### config.mk
export PLATFORM = sky130hd
export DESIGN_NAME = dtm_timer
export DESIGN_NICKNAME = d
export VERILOG_FILES = /design/src/rtl/dtm_pkg.sv /design/src/rtl/dtm_regs.sv /design/src/rtl/dtm_prescaler.sv /design/src/rtl/dtm_counter.sv /design/src/rtl/dtm_event.sv /design/src/rtl/dtm_timer.sv
export SDC_FILE = /design/constraint.sdc
export NUM_CORES = 1
export LEC_CHECK = 0
export ABC_AREA = 1
export CELL_PAD_IN_SITES_DETAIL_PLACEMENT = 0
export CELL_PAD_IN_SITES_GLOBAL_PLACEMENT = 1
export CORE_MARGIN = 2
export CORE_UTILIZATION = 46
export DETAILED_ROUTE_END_ITERATION = 8
export HOLD_SLACK_MARGIN = 0.02
export MAX_ROUTING_LAYER = met4
export PLACE_DENSITY = 0.95
export SLEW_MARGIN = 20
export SYNTH_ARGS = -nofsm -noshare
export SYNTH_HDL_FRONTEND = slang
export SYNTH_SLANG_ARGS = --single-unit
export TNS_END_PERCENT = 30
### constraint.sdc
create_clock -name clk -period 4.11 [get_ports clk]
set_clock_uncertainty 0.15 [all_clocks]
set_input_delay 0.822 -clock clk [delete_from_list [all_inputs] [get_ports clk]]
set_output_delay 0.822 -clock clk [all_outputs]
set_load 0.1 [all_outputs]
### src/rtl/dtm_pkg.sv
package dtm_pkg;
    localparam int unsigned BUS_W = 32;
    localparam int unsigned ADR_W = 5;
    localparam int unsigned PRE_W = 12;

    localparam logic [ADR_W-1:0] A_CTRL = 5'h00;
    localparam logic [ADR_W-1:0] A_STAT = 5'h04;
    localparam logic [ADR_W-1:0] A_LOAD = 5'h08;
    localparam logic [ADR_W-1:0] A_CMP  = 5'h0C;
    localparam logic [ADR_W-1:0] A_CNT  = 5'h10;

    localparam int unsigned B_EN     = 0;
    localparam int unsigned B_EMODE  = 1;
    localparam int unsigned B_IE     = 2;
    localparam int unsigned B_RLD    = 3;
    localparam int unsigned B_PRE_LO = 4;
    localparam int unsigned B_SRST   = 16;
    localparam int unsigned B_OVW    = 17;
    localparam int unsigned B_PIN_LO = 22;
    localparam int unsigned B_SRC_LO = 24;

    // bits kept in the control register (16 and 31:26 read zero)
    localparam logic [BUS_W-1:0] CTRL_KEEP = 32'h03FE_FFFF;

    typedef enum logic [1:0] {
        ST_STOP  = 2'd0,
        ST_PRIME = 2'd1,
        ST_COUNT = 2'd2
    } run_state_t;

    typedef enum logic [1:0] {
        PIN_OFF    = 2'd0,
        PIN_TOGGLE = 2'd1,
        PIN_LOW    = 2'd2,
        PIN_HIGH   = 2'd3
    } pin_mode_t;

    typedef struct packed {
        logic             run;
        logic             emode;
        logic             ie;
        logic             reload;
        logic [PRE_W-1:0] presc;
        logic             ovw;
        pin_mode_t        pin;
        logic [1:0]       src;
    } ctrl_t;
endpackage

### src/rtl/dtm_regs.sv
module dtm_regs
    import dtm_pkg::*;
#(
    parameter int unsigned CNT_W = 32
) (
    input  logic             clk,
    input  logic             rst_n,
    input  logic             bus_sel,
    input  logic             bus_wr,
    input  logic [ADR_W-1:0] bus_addr,
    input  logic [BUS_W-1:0] bus_wdata,
    input  logic [CNT_W-1:0] cnt,
    input  logic             flag,
    output ctrl_t            ctrl,
    output logic [BUS_W-1:0] ctrl_raw,
    output logic [CNT_W-1:0] load_val,
    output logic [CNT_W-1:0] cmp_val,
    output logic             srst,
    output logic             w1c,
    output logic             load_wr,
    output logic [BUS_W-1:0] bus_rdata
);
    logic             wr_any;
    logic [BUS_W-1:0] ctrl_q;
    logic [CNT_W-1:0] load_q;
    logic [CNT_W-1:0] cmp_q;

    assign wr_any  = bus_sel & bus_wr;
    assign srst    = wr_any && (bus_addr == A_CTRL) && bus_wdata[B_SRST];
    assign w1c     = wr_any && (bus_addr == A_STAT) && bus_wdata[0];
    assign load_wr = wr_any && (bus_addr == A_LOAD);

    always_ff @(posedge clk or negedge rst_n) begin
        if (!rst_n) begin
            ctrl_q <= '0;
            load_q <= '1;
            cmp_q  <= '0;
        end else begin
            if (srst)
                ctrl_q <= '0;
            else if (wr_any && bus_addr == A_CTRL)
                ctrl_q <= bus_wdata & CTRL_KEEP;
            if (load_wr)
                load_q <= bus_wdata[CNT_W-1:0];
            if (wr_any && bus_addr == A_CMP)
                cmp_q <= bus_wdata[CNT_W-1:0];
        end
    end

    assign ctrl.run    = ctrl_q[B_EN];
    assign ctrl.emode  = ctrl_q[B_EMODE];
    assign ctrl.ie     = ctrl_q[B_IE];
    assign ctrl.reload = ctrl_q[B_RLD];
    assign ctrl.presc  = ctrl_q[B_PRE_LO +: PRE_W];
    assign ctrl.ovw    = ctrl_q[B_OVW];
    assign ctrl.pin    = pin_mode_t'(ctrl_q[B_PIN_LO +: 2]);
    assign ctrl.src    = ctrl_q[B_SRC_LO +: 2];

    assign ctrl_raw = ctrl_q;
    assign load_val = load_q;
    assign cmp_val  = cmp_q;

    always_comb begin
        unique case (bus_addr)
            A_CTRL:  bus_rdata = ctrl_q;
            A_STAT:  bus_rdata = {{(BUS_W-1){1'b0}}, flag};
            A_LOAD:  bus_rdata = BUS_W'(load_q);
            A_CMP:   bus_rdata = BUS_W'(cmp_q);
            A_CNT:   bus_rdata = BUS_W'(cnt);
            default: bus_rdata = '0;
        endcase
    end
endmodule

### src/rtl/dtm_prescaler.sv
module dtm_prescaler
    import dtm_pkg::*;
(
    input  logic             clk,
    input  logic             rst_n,
    input  logic             clr,
    input  logic             active,
    input  logic             tick_in,
    input  logic [PRE_W-1:0] divide,
    output logic             step
);
    logic [PRE_W-1:0] phase_q;
    logic             at_end;

    // >= so that lowering the divider mid-phase never stalls the count
    assign at_end = (phase_q >= divide);
    assign step   = active & tick_in & at_end;

    always_ff @(posedge clk or negedge rst_n) begin
        if (!rst_n)
            phase_q <= '0;
        else if (clr || !active)
            phase_q <= '0;
        else if (tick_in)
            phase_q <= at_end ? '0 : phase_q + 1'b1;
    end
endmodule

### src/rtl/dtm_counter.sv
module dtm_counter
    import dtm_pkg::*;
#(
    parameter int unsigned CNT_W = 32
) (
    input  logic             clk,
    input  logic             rst_n,
    input  logic             srst,
    input  logic             run,
    input  logic             emode,
    input  logic             reload,
    input  logic             step,
    input  logic             ovw_wr,
    input  logic [CNT_W-1:0] ovw_val,
    input  logic [CNT_W-1:0] load_val,
    input  logic [CNT_W-1:0] cmp_val,
    output run_state_t       state,
    output logic [CNT_W-1:0] cnt,
    output logic             match
);
    run_state_t       state_q, state_d;
    logic [CNT_W-1:0] cnt_q;
    logic [CNT_W-1:0] after_step;

    always_comb begin
        state_d = state_q;
        unique case (state_q)
            ST_STOP:  if (run) state_d = emode ? ST_PRIME : ST_COUNT;
            ST_PRIME: state_d = run ? ST_COUNT : ST_STOP;
            ST_COUNT: if (!run) state_d = ST_STOP;
            default:  state_d = ST_STOP;
        endcase
    end

    always_ff @(posedge clk or negedge rst_n) begin
        if (!rst_n)
            state_q <= ST_STOP;
        else if (srst)
            state_q <= ST_STOP;
        else
            state_q <= state_d;
    end

    assign after_step = (cnt_q == '0) ? (reload ? load_val : '1) : cnt_q - 1'b1;
    assign match      = step && !srst && !ovw_wr && (after_step == cmp_val);

    always_ff @(posedge clk or negedge rst_n) begin
        if (!rst_n)
            cnt_q <= '1;
        else if (srst)
            cnt_q <= '1;
        else if (ovw_wr)
            cnt_q <= ovw_val;
        else if (state_q == ST_PRIME)
            cnt_q <= load_val;
        else if (step)
            cnt_q <= after_step;
    end

    assign state = state_q;
    assign cnt   = cnt_q;
endmodule

### src/rtl/dtm_event.sv
module dtm_event
    import dtm_pkg::*;
(
    input  logic      clk,
    input  logic      rst_n,
    input  logic      srst,
    input  logic      match,
    input  logic      w1c,
    input  pin_mode_t mode,
    output logic      flag,
    output logic      pin_q
);
    always_ff @(posedge clk or negedge rst_n) begin
        if (!rst_n)
            flag <= 1'b0;
        else if (srst)
            flag <= 1'b0;
        else if (match)
            flag <= 1'b1;
        else if (w1c)
            flag <= 1'b0;
    end

    always_ff @(posedge clk or negedge rst_n) begin
        if (!rst_n)
            pin_q <= 1'b0;
        else if (srst)
            pin_q <= 1'b0;
        else if (match) begin
            unique case (mode)
                PIN_TOGGLE: pin_q <= ~pin_q;
                PIN_LOW:    pin_q <= 1'b0;
                PIN_HIGH:   pin_q <= 1'b1;
                default:    pin_q <= pin_q;
            endcase
        end
    end
endmodule

### src/rtl/dtm_timer.sv
module dtm_timer
    import dtm_pkg::*;
#(
    parameter int unsigned CNT_W = 32
) (
    input  logic        clk,
    input  logic        rst_n,
    input  logic        tick_in,
    input  logic        bus_sel,
    input  logic        bus_wr,
    input  logic [4:0]  bus_addr,
    input  logic [31:0] bus_wdata,
    output logic [31:0] bus_rdata,
    output logic        irq,
    output logic        cmp_pin
);
    ctrl_t            ctrl;
    logic [BUS_W-1:0] ctrl_raw;
    logic [CNT_W-1:0] load_val, cmp_val, cnt;
    logic             srst, w1c, load_wr, ovw_wr;
    logic             step, match, flag, pin_q;
    run_state_t       state;

    assign ovw_wr = load_wr & ctrl.ovw;

    dtm_regs #(.CNT_W(CNT_W)) u_regs (
        .clk(clk), .rst_n(rst_n),
        .bus_sel(bus_sel), .bus_wr(bus_wr), .bus_addr(bus_addr), .bus_wdata(bus_wdata),
        .cnt(cnt), .flag(flag),
        .ctrl(ctrl), .ctrl_raw(ctrl_raw), .load_val(load_val), .cmp_val(cmp_val),
        .srst(srst), .w1c(w1c), .load_wr(load_wr), .bus_rdata(bus_rdata)
    );

    dtm_prescaler u_pre (
        .clk(clk), .rst_n(rst_n), .clr(srst),
        .active((state == ST_COUNT) && (ctrl.src != 2'd0)),
        .tick_in(tick_in), .divide(ctrl.presc), .step(step)
    );

    dtm_counter #(.CNT_W(CNT_W)) u_cnt (
        .clk(clk), .rst_n(rst_n), .srst(srst),
        .run(ctrl.run), .emode(ctrl.emode), .reload(ctrl.reload), .step(step),
        .ovw_wr(ovw_wr), .ovw_val(bus_wdata[CNT_W-1:0]),
        .load_val(load_val), .cmp_val(cmp_val),
        .state(state), .cnt(cnt), .match(match)
    );

    dtm_event u_evt (
        .clk(clk), .rst_n(rst_n), .srst(srst), .match(match), .w1c(w1c),
        .mode(ctrl.pin), .flag(flag), .pin_q(pin_q)
    );

    assign irq     = flag & ctrl.ie;
    assign cmp_pin = (ctrl.pin == PIN_OFF) ? 1'b0 : pin_q;
endmodule

Yosys cells after proc, flatten, opt, wreduce, memory -nomap -nowiden
Cells that the tools add are included.
W data, S select, Z words.

storage, ports and cells
  register bits = 144
  bits of input ports = 42
  output and inout bits = 34
  word-level logic and storage cells = 81

operators by class
  add/subtract/negate cells = 2
  magnitude comparators = 1
  equal/unequal tests = 12
  muxes and demuxes = 25
  bitwise logic cells = 6
  reductions and logical operators = 27

operators with widths
  cell                     count
  $mux W32                 8
  $pmux W32 S5             1
  $mux W12                 3
  $eq A32 B32 Y1           1
  $logic_not A32 Y1        1
  $sub A32 B1 Y32 const B  1
  $add A12 B1 Y12 const B  1
  $ge A12 B12 Y1           1
  $eq A5 B4 Y1 const B     2
  $logic_and A1 B1 Y1      10
  $mux W2                  5
  $reduce_bool A2 Y1       4
  $reduce_bool A4 Y1       2
  $eq A2 B2 Y1 const B     3
  $mux W1                  6
  $ne A3 B2 Y1 const B     2
  $pmux W2 S3              1
  $and A1 B1 Y1            5
  $eq A5 B3 Y1 const B     1
  $eq A5 B5 Y1 const B     1
  $logic_not A5 Y1         1
  $eq A2 B1 Y1 const B     2
  $logic_not A2 Y1         2
  $reduce_and A2 Y1        2
  5 further kinds          7

Longest topological paths before layout
  word-level depth = 9
  depth in mapped cells = 21
  mapped depth without buffers = 21

Cells and area by module
A second synthesis with hierarchy kept.

second synthesis, totals
  cell total of the unflattened synthesis = 1481
  area, all modules = 10100.9 um^2

modules (own cells, without submodules)
  module         instances  cells an instance  area each (um^2)  seq. area each (um^2)
  dtm_regs       1          607                4807.1            2267.2
  dtm_counter    1          705                4056.4            890.9
  dtm_prescaler  1          143                1084.8            300.3
  dtm_event      1          15                 111.4             50.0
  dtm_timer      1          11                 41.3              0.0

Worst setup path before layout
Ideal clock, no wire load.

  kind = input port to output port
  from = input port bus_addr[3]
  to = output port bus_rdata[10]
  arrival = 3.427 ns
  required time = 3.138 ns
  path slack = -0.289 ns
  stages on the path = 4
  path buffers = 1
  cells stage by stage = nor2_1 nand3_1 clkbuf_1 o21ai_0

on the way
  cells in the longest elaborated chain, start to end = 2
  elaborated cells between the ends (all ways) = 6
  classes of those cells = eq/ne: 4; mux: 1; reduce/logical: 1

ends and longest elaborated chain
  what                                        line             source
  from (decl)                                 dtm_timer.sv:11  input logic [4:0] bus_addr,
  $eq A5 B5 Y1, or another cell as far along  dtm_regs.sv:64   unique case (bus_addr)
  $pmux W32 S5 *                              dtm_regs.sv:64
  to (decl)                                   dtm_timer.sv:13  output logic [31:0] bus_rdata,

Mark *: on every way between the ends. The rest lies on a longest branch, timed or not.

Worst setup path in the final report
  from = input port bus_addr[2]
  to = output port bus_rdata[17]

The elaborated chain is that of the path after synthesis.

==> flow_metrics.env <==
export IMPL_status="finished, final reports clean"
export IMPL_route_detailed_drc=0
export IMPL_crit_path_end_kind="output pin"
export IMPL_viasPerCell=5.65
export IMPL_holdWs_ns=0.323
export IMPL_row_count=52
export IMPL_crit_fanout=9
export IMPL_yosys_area_top_type="dfrtp_1"
export IMPL_antenna_found_initial=0
export IMPL_tightest_slew_ns=0.974
export IMPL_gp_congestion=0.956
export IMPL_grt_use_total_pct=29.6
export IMPL_worstPathBufferInverterCount=3
export IMPL_fin_nets=1477
export IMPL_vias=9619
export IMPL_cts_buffer_depth=2
export IMPL_crit_type="input port to output pin"
export IMPL_detail_route_wl_per_cell_um=17.8
export IMPL_drt_total_wl_mm=30.3
export IMPL_postSynthCellCount=1361
export IMPL_drive_above_1_share_pct=14.9
export IMPL_grt_pass1_wl_mm=48.8
export IMPL_holdCritPathClass="input port to asynchronous set/reset pin"
export IMPL_grt_pass1_vias=9018
export IMPL_ctsHtreeMaxLevel=4
export IMPL_antenna_cells=0
export IMPL_cts_setup_buffers=0
export IMPL_yosysSeqAreaShare_pct=37.5
export IMPL_cts_tree="yes"
export IMPL_antenna_left=0
export IMPL_crit_required_ns=3.14
export IMPL_n_fill_cell=1904
export IMPL_leakage_nw=5.18
export IMPL_drt_pass1_iter_count=6
export IMPL_multi_input_area_um2=4860
export IMPL_synth_ff_type="dfrtp_1"
export IMPL_avgSynthCellArea_um2=6.87
export IMPL_syn_to_final_growth_pct=20.8
export IMPL_finalHoldViolCount=0
export IMPL_postCtsHoldBufs=0
export IMPL_cp_start_kind="input port"
export IMPL_power_density_nw_per_um2=562
export IMPL_synth_fp_nets=1418
export IMPL_drt_initial_drc_count=974
export IMPL_post_route_period_util_pct=93.4
export IMPL_synth_distinct_cells=45
export IMPL_clkTransAtPathRegs_ns=0.06
export IMPL_dp_slack_ns=0.337
export IMPL_cp_slowest_cell="clkdlybuf4s50_1"
export IMPL_cap_violations=0
export IMPL_die_h_um=147
export IMPL_final_setup_tns_ns=0
export IMPL_crit_chain="clkdlybuf4s50_1 -> nor2_1 -> nand3_1 -> buf_4 -> o22ai_1 -> a21oi_1 -> o21ai_0 -> buf_12"
export IMPL_async_reset_ff_share_pct=100
export IMPL_synth_edff_count=0
export IMPL_slowest_delay_ns=0.46
export IMPL_core_area_um2=20100
export IMPL_die_w_um=147
export IMPL_cts_root_buf="clkbuf_16"
export IMPL_start_util_pct=46.5
export IMPL_grt_max_degree=96
export IMPL_die_area_um2=21500
export IMPL_post_route_min_period_ns=3.84
export IMPL_cp_data_arrival_time_ns=2.87
export IMPL_syn_area_um2=9360
export IMPL_report_final_slew_viol_count=0
export IMPL_slew_limit_headroom_pct=34.8
export IMPL_synth_area_leaders="dfrtp_1 20%, dfstp_2 18%, o21ai_0 13%"
export IMPL_max_clock_freq_ghz=0.260
export IMPL_yosysWarnings=0
export IMPL_cts_resized=0
export IMPL_grt_ovfl_total=0
export IMPL_cts_sinks=137
export IMPL_rsz0062_at_grt="false"
export IMPL_synth_top_cell_area_share_pct=19.5
export IMPL_cpLargestDelayFamily="buffers and inverters"
export IMPL_synth_seq_cells=137
export IMPL_setup_ws_ns=0.269
export IMPL_seqCellArea_um2=3510
export IMPL_clk_latency_ns=0.43
export IMPL_ioPinCount=76
export IMPL_peakVddDrop_v=0.000345
export IMPL_port_buffers=75
export IMPL_setup_viol=0
export IMPL_numCtsBuffers=17
export IMPL_post_dp_hpwl_mm=22.2
[final timing paths]
check / from / endpoint / slack (ns) / cells after the start
worst max-delay path: bus_addr[2] / bus_rdata[17] / 0.27 / 8
worst min-delay path: rst_n / u_regs.cmp_val[27]$_DFFE_PN0P_ / 0.32 / 1
worst max register to register: u_cnt.cnt[0]$_DFFE_PN1P_ / u_evt.pin_q$_DFFE_PN0P_ / 0.96 / 19
worst min register to register: u_regs.ctrl_raw[18]$_DFFE_PN0P_ / u_regs.ctrl_raw[18]$_DFFE_PN0P_ / 0.36 / 2
max in group asynchronous: rst_n / u_regs.load_val[20]$_DFFE_PN1P_ / 2.51 / 2
min in group clk: u_regs.ctrl_raw[18]$_DFFE_PN0P_ / u_regs.ctrl_raw[18]$_DFFE_PN0P_ / 0.36 / 2
[layer usage]
| layer | track usage, % | vias to the layer above | wire [µm] |
|---|---|---|---|
| met2 | 42.7 | 455 | 13200 |
| li1 | - | 4602 | - |
| met4 | 8.20 | 0 | 563 |
| met1 | 42.4 | 4516 | 13700 |
| met3 | 5.84 | 46 | 2890 |
| met5 | - | - | 0 |
[flip-flops by register name, indices dropped and copies added, names as in the netlist]
signal and flops:
u_cnt.cnt 32, u_regs.cmp_val 32, u_regs.load_val 32, u_regs.ctrl_raw 25, u_pre.phase_q 12, u_cnt.state 2
u_evt.flag 1, u_evt.pin_q 1
[metrics by stage]
step	instances	power [mW]	utilization [%]	instance area (µm²)
after global routing	1703	6.76	56.2	11300
after global placement	1671	4.71	53.3	10700
after detailed placement	1671	4.75	53.3	10700
final	1703	6.35	56.2	11300
after CTS	1703	6.31	56.2	11300
after floorplan	1361	3.94	-	9360
[power by group]
group | internal [mW] | switching, mW
registers | 1.81 | 0.302
logic | 0.858 | 1.84
clock network | 0.896 | 0.647
[kinds of logic after synthesis]
group | share of synthesized area, %
AO/OA/AOI/OAI | 20.9
XOR/XNOR | 1.22
adder cells (fa/ha/maj) | 2.01
buffers and inverters | 10.5
flip-flops | 37.5
multiplexers | 0.107
AND/OR/NAND/NOR | 27.8
[worst reg2reg max path, delay by kind of cell (launching register included)]
kind | cells | cell delay (ns)
simple gates | 17 | 2.05
flops | 1 | 0.36
buf+inv | 1 | 0.19
fa+ha+maj | 1 | 0.28
[cell usage after synthesis, types with 2 or more instances]
cell	count
ha_1	15
nand2_4	3
o22ai_1	34
nand4_1	9
nor2_4	8
dfstp_2	64
nand3_2	8
buf_2	5
xor2_1	12
nand3_1	115
clkinv_1	3
buf_6	2
nand3b_1	3
nor3_1	4
nand2_1	295
dfrtp_1	73
o21a_1	2
o221ai_1	8
inv_2	7
o31ai_1	3
inv_1	181
nand2_2	18
nor2_8	2
nor2_1	94
a31oi_1	2
o211ai_1	2
o21ai_0	249
nor2_2	13
clkbuf_1	50
a21oi_1	62
[cells in the final DEF (no fill, tap or decap), types with 7 or more instances in the layout]
master / synthesis / routed
nand2_1: 295 / 295
o21ai_0: 249 / 249
inv_1: 181 / 181
nand3_1: 115 / 115
nor2_1: 94 / 93
dfrtp_1: 73 / 73
dfstp_2: 64 / 64
a21oi_1: 62 / 62
clkdlybuf4s50_1: 0 / 42
buf_12: 1 / 35
o22ai_1: 34 / 34
buf_4: 0 / 20
nand2_2: 18 / 18
clkbuf_16: 0 / 17
ha_1: 15 / 15
nor2_2: 13 / 14
xor2_1: 12 / 12
nand4_1: 9 / 9
nor2_4: 8 / 8
o221ai_1: 8 / 8
nand3_2: 8 / 8
inv_2: 7 / 7
[area by class of cell]
class,instances,area share (%)
Timing Repair Buffer,98,11.3
Inverter,193,6.47
Tap cell,270,2.99
Clock inverter,14,1.32
Multi-Input combinational cell,973,43.0
Sequential cell,137,31.0
Clock buffer,18,3.80
(Power assumes the default switching activity.)
